[config.mk]
export PLATFORM = sky130hd
export DESIGN_NAME = rx_desc_dma
export DESIGN_NICKNAME = d
export VERILOG_FILES = /design/src/rtl/rdma_pkg.sv /design/src/rtl/rdma_regs.sv /design/src/rtl/rdma_engine.sv /design/src/rtl/rx_desc_dma.sv
export SDC_FILE = /design/constraint.sdc
export NUM_CORES = 1
export LEC_CHECK = 0
export ABC_AREA = 1
export BUFFER_PORTS_ARGS = -buffer_cell sky130_fd_sc_hd__buf_2
export CORE_MARGIN = 5
export CORE_UTILIZATION = 45
export DETAILED_ROUTE_END_ITERATION = 7
export GPL_TIMING_DRIVEN = 1
export PLACE_DENSITY = 0.69
export SYNTH_ARGS = -nofsm -noshare
export SYNTH_HDL_FRONTEND = slang
export SYNTH_SLANG_ARGS = --single-unit
[constraint.sdc]
create_clock -name clk -period 5.8 [get_ports clk]
set_clock_uncertainty 0.2 [all_clocks]
set_input_delay 0.29 -clock clk [delete_from_list [all_inputs] [get_ports clk]]
set_output_delay 0.29 -clock clk [all_outputs]
set_load 0.02 [all_outputs]
[src/rtl/rdma_pkg.sv]
package rdma_pkg;
    typedef enum logic [2:0] {
        ST_IDLE,
        ST_FETCH,
        ST_RECV,
        ST_WRITE,
        ST_WBACK
    } eng_st_e;

    localparam int RX_ERR_W = 5;

    localparam logic [2:0] RA_CUR  = 3'd0;
    localparam logic [2:0] RA_END  = 3'd1;
    localparam logic [2:0] RA_BLEN = 3'd2;
    localparam logic [2:0] RA_CSR  = 3'd3;
    localparam logic [2:0] RA_IEN  = 3'd4;
    localparam logic [2:0] RA_FCNT = 3'd5;
    localparam logic [2:0] RA_CMD  = 3'd6;

    localparam int CSR_EN   = 0;
    localparam int CSR_QUAL = 1;
    localparam int CSR_EOT  = 2;
    localparam int CSR_EOM  = 3;
    localparam int CSR_BOF  = 4;
    localparam int CSR_COF  = 5;
endpackage

[src/rtl/rdma_regs.sv]
module rdma_regs
    import rdma_pkg::*;
#(
    parameter int ADDR_W = 16,
    parameter int LEN_W  = 16,
    parameter int FCNT_W = 8
) (
    input  logic              clk,
    input  logic              rst_n,
    input  logic              reg_we,
    input  logic [2:0]        reg_addr,
    input  logic [ADDR_W-1:0] reg_wdata,
    output logic [ADDR_W-1:0] reg_rdata,
    input  logic              cda_ld_i,
    input  logic [ADDR_W-1:0] cda_nxt_i,
    input  logic              set_eom_i,
    input  logic              set_bof_i,
    output logic              en_o,
    output logic              abort_o,
    output logic [ADDR_W-1:0] cda_o,
    output logic [ADDR_W-1:0] eda_o,
    output logic [LEN_W-1:0]  buflen_o,
    output logic              irq
);
    localparam logic [FCNT_W-1:0] FCNT_MAX = {FCNT_W{1'b1}};

    typedef struct packed {
        logic              en;
        logic              eot;
        logic              eom;
        logic              bof;
        logic              cof;
        logic [1:0]        ie;
        logic [FCNT_W-1:0] fcnt;
        logic [ADDR_W-1:0] cda;
        logic [ADDR_W-1:0] eda;
        logic [LEN_W-1:0]  buflen;
    } regs_t;

    regs_t r_q, r_d;
    logic  abort_cmd;

    assign abort_cmd = reg_we && (reg_addr == RA_CMD) && reg_wdata[0];

    always_comb begin
        r_d = r_q;
        if (reg_we) begin
            case (reg_addr)
                RA_CUR:  r_d.cda    = reg_wdata;
                RA_END:  r_d.eda    = reg_wdata;
                RA_BLEN: r_d.buflen = reg_wdata[LEN_W-1:0];
                RA_CSR: begin
                    if (reg_wdata[CSR_QUAL]) begin
                        if (reg_wdata[CSR_EOT]) r_d.eot = 1'b0;
                        if (reg_wdata[CSR_EOM]) r_d.eom = 1'b0;
                        if (reg_wdata[CSR_BOF]) r_d.bof = 1'b0;
                        if (reg_wdata[CSR_COF]) r_d.cof = 1'b0;
                    end else begin
                        r_d.en = reg_wdata[CSR_EN];
                    end
                end
                RA_IEN:  r_d.ie = reg_wdata[1:0];
                RA_CMD:  if (reg_wdata[1]) r_d.fcnt = '0;
                default: ;
            endcase
        end
        if (cda_ld_i) r_d.cda = cda_nxt_i;
        if (set_eom_i) begin
            r_d.eom  = 1'b1;
            r_d.fcnt = r_q.fcnt + 1'b1;
            if (r_q.fcnt == FCNT_MAX) r_d.cof = 1'b1;
        end
        if (set_bof_i) begin
            r_d.bof = 1'b1;
            r_d.eot = 1'b1;
            r_d.en  = 1'b0;
        end
        if (abort_cmd) begin
            r_d.en  = 1'b0;
            r_d.eot = 1'b0;
            r_d.eom = 1'b0;
            r_d.bof = 1'b0;
            r_d.cof = 1'b0;
        end
    end

    always_ff @(posedge clk or negedge rst_n) begin
        if (!rst_n) r_q <= '0;
        else        r_q <= r_d;
    end

    always_comb begin
        reg_rdata = '0;
        case (reg_addr)
            RA_CUR:  reg_rdata = r_q.cda;
            RA_END:  reg_rdata = r_q.eda;
            RA_BLEN: reg_rdata = ADDR_W'(r_q.buflen);
            RA_CSR:  reg_rdata = ADDR_W'({r_q.cof, r_q.bof, r_q.eom, r_q.eot, 1'b0, r_q.en});
            RA_IEN:  reg_rdata = ADDR_W'(r_q.ie);
            RA_FCNT: reg_rdata = ADDR_W'(r_q.fcnt);
            default: reg_rdata = '0;
        endcase
    end

    assign en_o     = r_q.en;
    assign abort_o  = abort_cmd;
    assign cda_o    = r_q.cda;
    assign eda_o    = r_q.eda;
    assign buflen_o = r_q.buflen;
    assign irq      = (r_q.eom & r_q.ie[0]) | (r_q.bof & r_q.ie[1]);

    // an overflow flag never appears while the channel stays enabled
    p_bof_halts_r6: assert property (@(posedge clk) disable iff (!rst_n)
        (r_q.bof && !$past(r_q.bof)) |-> !r_q.en);

    // the frame counter only steps by one or returns to zero
    p_fcnt_step_r10: assert property (@(posedge clk) disable iff (!rst_n)
        (r_q.fcnt != $past(r_q.fcnt)) |->
            ((r_q.fcnt == $past(r_q.fcnt) + 1'b1) || (r_q.fcnt == '0)));
endmodule

[src/rtl/rdma_engine.sv]
module rdma_engine
    import rdma_pkg::*;
#(
    parameter int ADDR_W = 16,
    parameter int LEN_W  = 16
) (
    input  logic                clk,
    input  logic                rst_n,
    input  logic                en_i,
    input  logic                abort_i,
    input  logic [ADDR_W-1:0]   cda_i,
    input  logic [ADDR_W-1:0]   eda_i,
    input  logic [LEN_W-1:0]    buflen_i,
    input  logic                rx_valid,
    output logic                rx_ready,
    input  logic [7:0]          rx_data,
    input  logic                rx_eof,
    input  logic [RX_ERR_W-1:0] rx_err,
    output logic                mem_req,
    output logic                mem_we,
    output logic [ADDR_W-1:0]   mem_addr,
    output logic [7:0]          mem_wdata,
    input  logic                mem_gnt,
    input  logic [7:0]          mem_rdata,
    output logic                cda_ld_o,
    output logic [ADDR_W-1:0]   cda_nxt_o,
    output logic                set_eom_o,
    output logic                set_bof_o
);
    localparam int AB      = ADDR_W / 8;
    localparam int LB      = LEN_W / 8;
    localparam int FETCH_N = 2 * AB;
    localparam int WB_N    = LB + 1;
    localparam int IW      = $clog2(FETCH_N + WB_N);

    typedef struct packed {
        eng_st_e             st;
        logic [IW-1:0]       idx;
        logic [ADDR_W-1:0]   chain;
        logic [ADDR_W-1:0]   bufp;
        logic [LEN_W-1:0]    cnt;
        logic [7:0]          dbyte;
        logic                last;
        logic [RX_ERR_W-1:0] errs;
    } eng_t;

    eng_t e_q, e_d;
    logic [LEN_W-1:0] cnt_inc;
    logic [7:0]       stat_byte;

    assign cnt_inc   = e_q.cnt + 1'b1;
    assign stat_byte = e_q.last ? 8'({e_q.errs, 1'b1}) : 8'h00;

    always_comb begin
        e_d       = e_q;
        mem_req   = 1'b0;
        mem_we    = 1'b0;
        mem_addr  = '0;
        mem_wdata = '0;
        rx_ready  = 1'b0;
        cda_ld_o  = 1'b0;
        set_eom_o = 1'b0;
        set_bof_o = 1'b0;
        case (e_q.st)
            ST_IDLE: begin
                if (en_i) begin
                    if (cda_i == eda_i) begin
                        set_bof_o = 1'b1;
                    end else begin
                        e_d.st  = ST_FETCH;
                        e_d.idx = '0;
                    end
                end
            end
            ST_FETCH: begin
                mem_req  = 1'b1;
                mem_addr = cda_i + ADDR_W'(e_q.idx);
                if (mem_gnt) begin
                    if (e_q.idx < IW'(AB)) e_d.chain = {mem_rdata, e_q.chain[ADDR_W-1:8]};
                    else                   e_d.bufp  = {mem_rdata, e_q.bufp[ADDR_W-1:8]};
                    if (e_q.idx == IW'(FETCH_N - 1)) begin
                        e_d.st  = ST_RECV;
                        e_d.idx = '0;
                    end else begin
                        e_d.idx = e_q.idx + 1'b1;
                    end
                end
            end
            ST_RECV: begin
                rx_ready = en_i;
                if (en_i && rx_valid) begin
                    e_d.dbyte = rx_data;
                    e_d.last  = rx_eof;
                    e_d.errs  = rx_err;
                    e_d.st    = ST_WRITE;
                end
            end
            ST_WRITE: begin
                mem_req   = 1'b1;
                mem_we    = 1'b1;
                mem_addr  = e_q.bufp + ADDR_W'(e_q.cnt);
                mem_wdata = e_q.dbyte;
                if (mem_gnt) begin
                    e_d.cnt = cnt_inc;
                    if (e_q.last || (cnt_inc == buflen_i)) begin
                        e_d.st  = ST_WBACK;
                        e_d.idx = '0;
                    end else begin
                        e_d.st = ST_RECV;
                    end
                end
            end
            ST_WBACK: begin
                mem_req   = 1'b1;
                mem_we    = 1'b1;
                mem_addr  = cda_i + ADDR_W'(FETCH_N) + ADDR_W'(e_q.idx);
                mem_wdata = (e_q.idx < IW'(LB)) ? 8'(e_q.cnt >> (8 * e_q.idx)) : stat_byte;
                if (mem_gnt) begin
                    if (e_q.idx == IW'(WB_N - 1)) begin
                        cda_ld_o  = 1'b1;
                        set_eom_o = e_q.last;
                        e_d.st    = ST_IDLE;
                        e_d.cnt   = '0;
                        e_d.last  = 1'b0;
                    end else begin
                        e_d.idx = e_q.idx + 1'b1;
                    end
                end
            end
            default: e_d.st = ST_IDLE;
        endcase
        if (abort_i) begin
            e_d.st   = ST_IDLE;
            e_d.idx  = '0;
            e_d.cnt  = '0;
            e_d.last = 1'b0;
        end
    end

    always_ff @(posedge clk or negedge rst_n) begin
        if (!rst_n) e_q <= '{st: ST_IDLE, default: '0};
        else        e_q <= e_d;
    end

    assign cda_nxt_o = e_q.chain;

    // a waiting access keeps its request and its content
    p_req_hold_r12: assert property (@(posedge clk) disable iff (!rst_n)
        (mem_req && !mem_gnt && !abort_i) |=>
            (mem_req && $stable(mem_addr) && $stable(mem_we) && $stable(mem_wdata)));

    // a payload write never lands at or beyond the buffer length
    p_buf_bound_r5: assert property (@(posedge clk) disable iff (!rst_n)
        (mem_req && mem_we && (e_q.st == ST_WRITE)) |-> (e_q.cnt < buflen_i));

    // a descriptor fetch only starts when the end address was not reached
    p_fetch_guard_r6: assert property (@(posedge clk) disable iff (!rst_n)
        ((e_q.st == ST_FETCH) && ($past(e_q.st) == ST_IDLE)) |->
            ($past(cda_i) != $past(eda_i)));
endmodule

[src/rtl/rx_desc_dma.sv]
module rx_desc_dma
    import rdma_pkg::*;
#(
    parameter int ADDR_W = 16,
    parameter int LEN_W  = 16,
    parameter int FCNT_W = 8
) (
    input  logic                clk,
    input  logic                rst_n,
    input  logic                reg_we,
    input  logic [2:0]          reg_addr,
    input  logic [ADDR_W-1:0]   reg_wdata,
    output logic [ADDR_W-1:0]   reg_rdata,
    input  logic                rx_valid,
    output logic                rx_ready,
    input  logic [7:0]          rx_data,
    input  logic                rx_eof,
    input  logic [RX_ERR_W-1:0] rx_err,
    output logic                mem_req,
    output logic                mem_we,
    output logic [ADDR_W-1:0]   mem_addr,
    output logic [7:0]          mem_wdata,
    input  logic                mem_gnt,
    input  logic [7:0]          mem_rdata,
    output logic                irq
);
    logic              en, abort, cda_ld, set_eom, set_bof;
    logic [ADDR_W-1:0] cda, eda, cda_nxt;
    logic [LEN_W-1:0]  buflen;

    rdma_regs #(.ADDR_W(ADDR_W), .LEN_W(LEN_W), .FCNT_W(FCNT_W)) u_regs (
        .clk       (clk),
        .rst_n     (rst_n),
        .reg_we    (reg_we),
        .reg_addr  (reg_addr),
        .reg_wdata (reg_wdata),
        .reg_rdata (reg_rdata),
        .cda_ld_i  (cda_ld),
        .cda_nxt_i (cda_nxt),
        .set_eom_i (set_eom),
        .set_bof_i (set_bof),
        .en_o      (en),
        .abort_o   (abort),
        .cda_o     (cda),
        .eda_o     (eda),
        .buflen_o  (buflen),
        .irq       (irq)
    );

    rdma_engine #(.ADDR_W(ADDR_W), .LEN_W(LEN_W)) u_engine (
        .clk       (clk),
        .rst_n     (rst_n),
        .en_i      (en),
        .abort_i   (abort),
        .cda_i     (cda),
        .eda_i     (eda),
        .buflen_i  (buflen),
        .rx_valid  (rx_valid),
        .rx_ready  (rx_ready),
        .rx_data   (rx_data),
        .rx_eof    (rx_eof),
        .rx_err    (rx_err),
        .mem_req   (mem_req),
        .mem_we    (mem_we),
        .mem_addr  (mem_addr),
        .mem_wdata (mem_wdata),
        .mem_gnt   (mem_gnt),
        .mem_rdata (mem_rdata),
        .cda_ld_o  (cda_ld),
        .cda_nxt_o (cda_nxt),
        .set_eom_o (set_eom),
        .set_bof_o (set_bof)
    );
endmodule

==> flow_summary_export.csv <==
group,metric,value,unit
drt,vias,8591,
floorplan,fp.dieArea,21900,um^2
synthesis,ys_ff_latch,131,
setup_path,crit_required,5.31,ns
clocking,insertion_delay,0.44,ns
sta,setup_viol,0,
placement,hpwl,22200,um
synthesis,synth_mux_area_share,3.39,%
global_route,first_global_vias,8238,
synthesis,synth_warnings,0,
synthesis,synth_top_family_by_area,"simple AND/OR/NAND/NOR gates",
sta,holdWs,0.00557,ns
floorplan,io_pins,90,
floorplan,start_util,45.8,%
layout,instances_no_fill,1501,
pwr,peakVddDrop,232,uV
global_route,antenna_found_initial,0,
drt,avgViaCountPerCell,5.72,
sta,worst_pin_slew,0.952,ns
drt,drtIter0Drc,705,
global_route,overflow,0,
drt,drc,0,
clocking,clk_pin_slew_worst_paths,0.06,ns
setup_path,critPathKind,"flip-flop to output port",
synthesis,synth.distinct_cells,45,
placement,placed_cells,1436,
clocking,numCtsBuffers,17,
drt,dr.pass1.iters,5,
pwr,p_leak,4.87,nW
clocking,cts_tree,"done",
synthesis,synthSimpleGateAreaFrac,23.2,%
synthesis,async_flop_share,100,%
floorplan,coreArea,18800,um^2
layout,finalNetCount,1333,
drt,wl_per_cell,19.5,um
drt,routed_wl,29300,um
synthesis,synth_ff_type,"dfrtp_1",
global_route,grt_max_degree,77,
layout,multi_input_area,4560,um^2
placement,io_buffers,89,
sta,setup_tns,0,ns
job,max-cap-violations,0,
synthesis,synth_edf_count,0,
layout,drive_above_1_share,14.4,%
pwr,powerDensity,389,nW/um^2
setup_path,worstPathMaxFanout,16,
synthesis,synth_compound_area_share,19.8,%
layout,diodes,0,
setup_path,critPathLaunchType,"flip-flop",
pwr,p_int,0.00222,W
layout,fillers,1827,
pwr,power,0.00395,W
floorplan,std_cell_rows,50,
clocking,post_cts_resized,0,
pwr,p_clk_share,26.4,%
drt,antenna_left,0,
layout,area_growth_syn_to_layout,18.0,%
synthesis,syn_inst,1140,
synthesis,synth-seq-area-share,38.2,%
setup_path,end_kind,"output port",
synthesis,synth_nets,1218,
pwr,seqPwrFrac,37.7,%
layout,final-seq-area,3280,um^2
floorplan,die-width,148,um
placement,place_congestion,0.954,
sta,fin_crit,4.12,ns
clocking,cts-htree-levels,4,
synthesis,synth.avg_cell_area,7.53,um^2
global_route,grt_pass1_wl,45600,um
sta,final_hold_viol_count,0,
global_route,grt.total_usage,26.9,%
setup_path,cp.arrival,3.63,ns
sta,drv_slew,0,
floorplan,die_h,148,um
sta,fin_crit_sh,71.1,%
pwr,power.switching,0.00172,W
clocking,cts_root_buf,"clkbuf_16",
synthesis,synth_fa_ha_area_share,5.01,%
clocking,post_cts.repair.setup_buffers,0,
worst_hold_path,hp-class,"input port to flip-flop",
sta,max_freq,0.242,GHz
clocking,clock-sinks,131,
synthesis,syn-cell-area,8590,um^2
sta,rsz0062_at_grt,"no",
clocking,clk_path_buf_depth,2,
pwr,combPwrFrac,35.9,%
run_status,status,"finished clean",
layout,final_util,54.0,%
sta,max_slew_margin,36.4,%
synthesis,synth_xor_area_share,1.73,%
pwr,power.share.switching,43.7,%
## logic make-up (layout without fill, tap and decap cells)
group	after synthesis	after routing
simple gates	449	449
xor+xnor	17	17
fa+ha+maj	32	32
mux	26	26
buf+inv	196	323
flops	131	131
compound gates	289	289
## what timing repair did
action	CTS	global route
hold endpoints to repair	123	0
setup endpoints to repair	0	0
hold buffers	34	0
## critical path, stage by stage, from the launching register on
cell	delay (ns)
dfrtp_1	0.70
ha_1	0.28
ha_1	0.17
inv_1	0.06
fa_1	0.41
nor2_1	0.12
o21ai_0	0.10
nor2_1	0.15
inv_1	0.07
nor2_1	0.16
inv_1	0.10
nor2_1	0.18
inv_1	0.07
o21ai_0	0.15
o211ai_1	0.11
o221ai_1	0.14
buf_2	0.23
## cell usage after synthesis, drive strengths merged (20+ instances only)
cell    number  area, um^2
nand2      232         878
inv        164         616
o21ai      148         741
dfrtp      131        3280
nor2        90         428
nand3       85         435
a21oi       50         254
ha          28         350
mux2        25         282
clkbuf      22        82.6
nand4       20         131
o211ai      20         150
## metal layers
layer / share of wire, % / GRT usage (%)
met4: 3.8 / 11.9
met1: 41 / 34.3
met2: 47 / 44.3
met3: 7.8 / 5.51
met5: 0 / 0
## per-stage QoR
step	setup slack [ns]	cell area, um^2
floorplan	2.65	8590
global placement	2.31	9240
detailed placement	2.22	9240
CTS	1.76	10100
global route	1.36	10100
finish	1.68	10100
## cells in the final DEF, fill, tap and decap left out, types with 7 or more instances in the layout
cell	netlist	routed
buf_2	7	88
o21ai_0	145	145
ha_1	28	28
nor2_4	11	11
nand4_1	19	19
nand3_1	83	83
o22ai_1	17	17
mux2_2	25	25
o211ai_1	20	20
o221ai_1	17	17
clkbuf_16	0	17
dfrtp_1	131	131
nor2_1	76	76
a21oi_1	49	49
xnor2_1	10	10
nand2_1	229	229
inv_1	157	157
inv_2	7	7
dlygate4sd3_1	0	34
nor3_1	16	16
o31ai_1	8	8
xor2_1	7	7
## final cells by class
cell class | count | area share (%)
Sequential cell | 131 | 32.4
Clock inverter | 14 | 1.27
Tap cell | 234 | 2.89
Multi-Input combinational cell | 813 | 45.0
Clock buffer | 17 | 4.20
Inverter | 164 | 6.08
Timing Repair Buffer | 128 | 8.19
## registers in the layout, summed over array words and instances (netlist names)
signal	cells
u_engine.e_q	52
u_regs.eda_o	16
u_regs.buflen_o	16
u_engine.cda_nxt_o	16
u_regs.r_q	14
u_regs.en_o	1
u_regs.cda_o	16
## power groups by stage
stage | sequential [W] | clock, W | combinational [W]
after floorplan | 0.00133 | 0 | 0.00100
after global routing | 0.00151 | 0.00109 | 0.00157
final | 0.00149 | 0.00104 | 0.00142
after detailed placement | 0.00149 | 0 | 0.00137
after global placement | 0.00149 | 0 | 0.00137
after CTS | 0.00148 | 0.00105 | 0.00140
## path summary, 6_finish.rpt
check                                      startpoint  depth (start not counted)               endpoint  slack [ns]
worst max-delay path                 u_engine.e_q[62]                         16           mem_addr[13]        1.68
worst min-delay path                    reg_wdata[15]                          3    u_regs.buflen_o[15]       0.006
worst max register to register       u_engine.e_q[62]                          9        u_regs.cda_o[7]        2.74
worst min register to register  u_engine.cda_nxt_o[7]                          2  u_engine.cda_nxt_o[7]        0.28
max in group asynchronous                       rst_n                          3       u_engine.e_q[34]        3.93
min in group asynchronous                       rst_n                          2         u_regs.r_q[50]        0.24
Power figures use the tool's default switching activity.
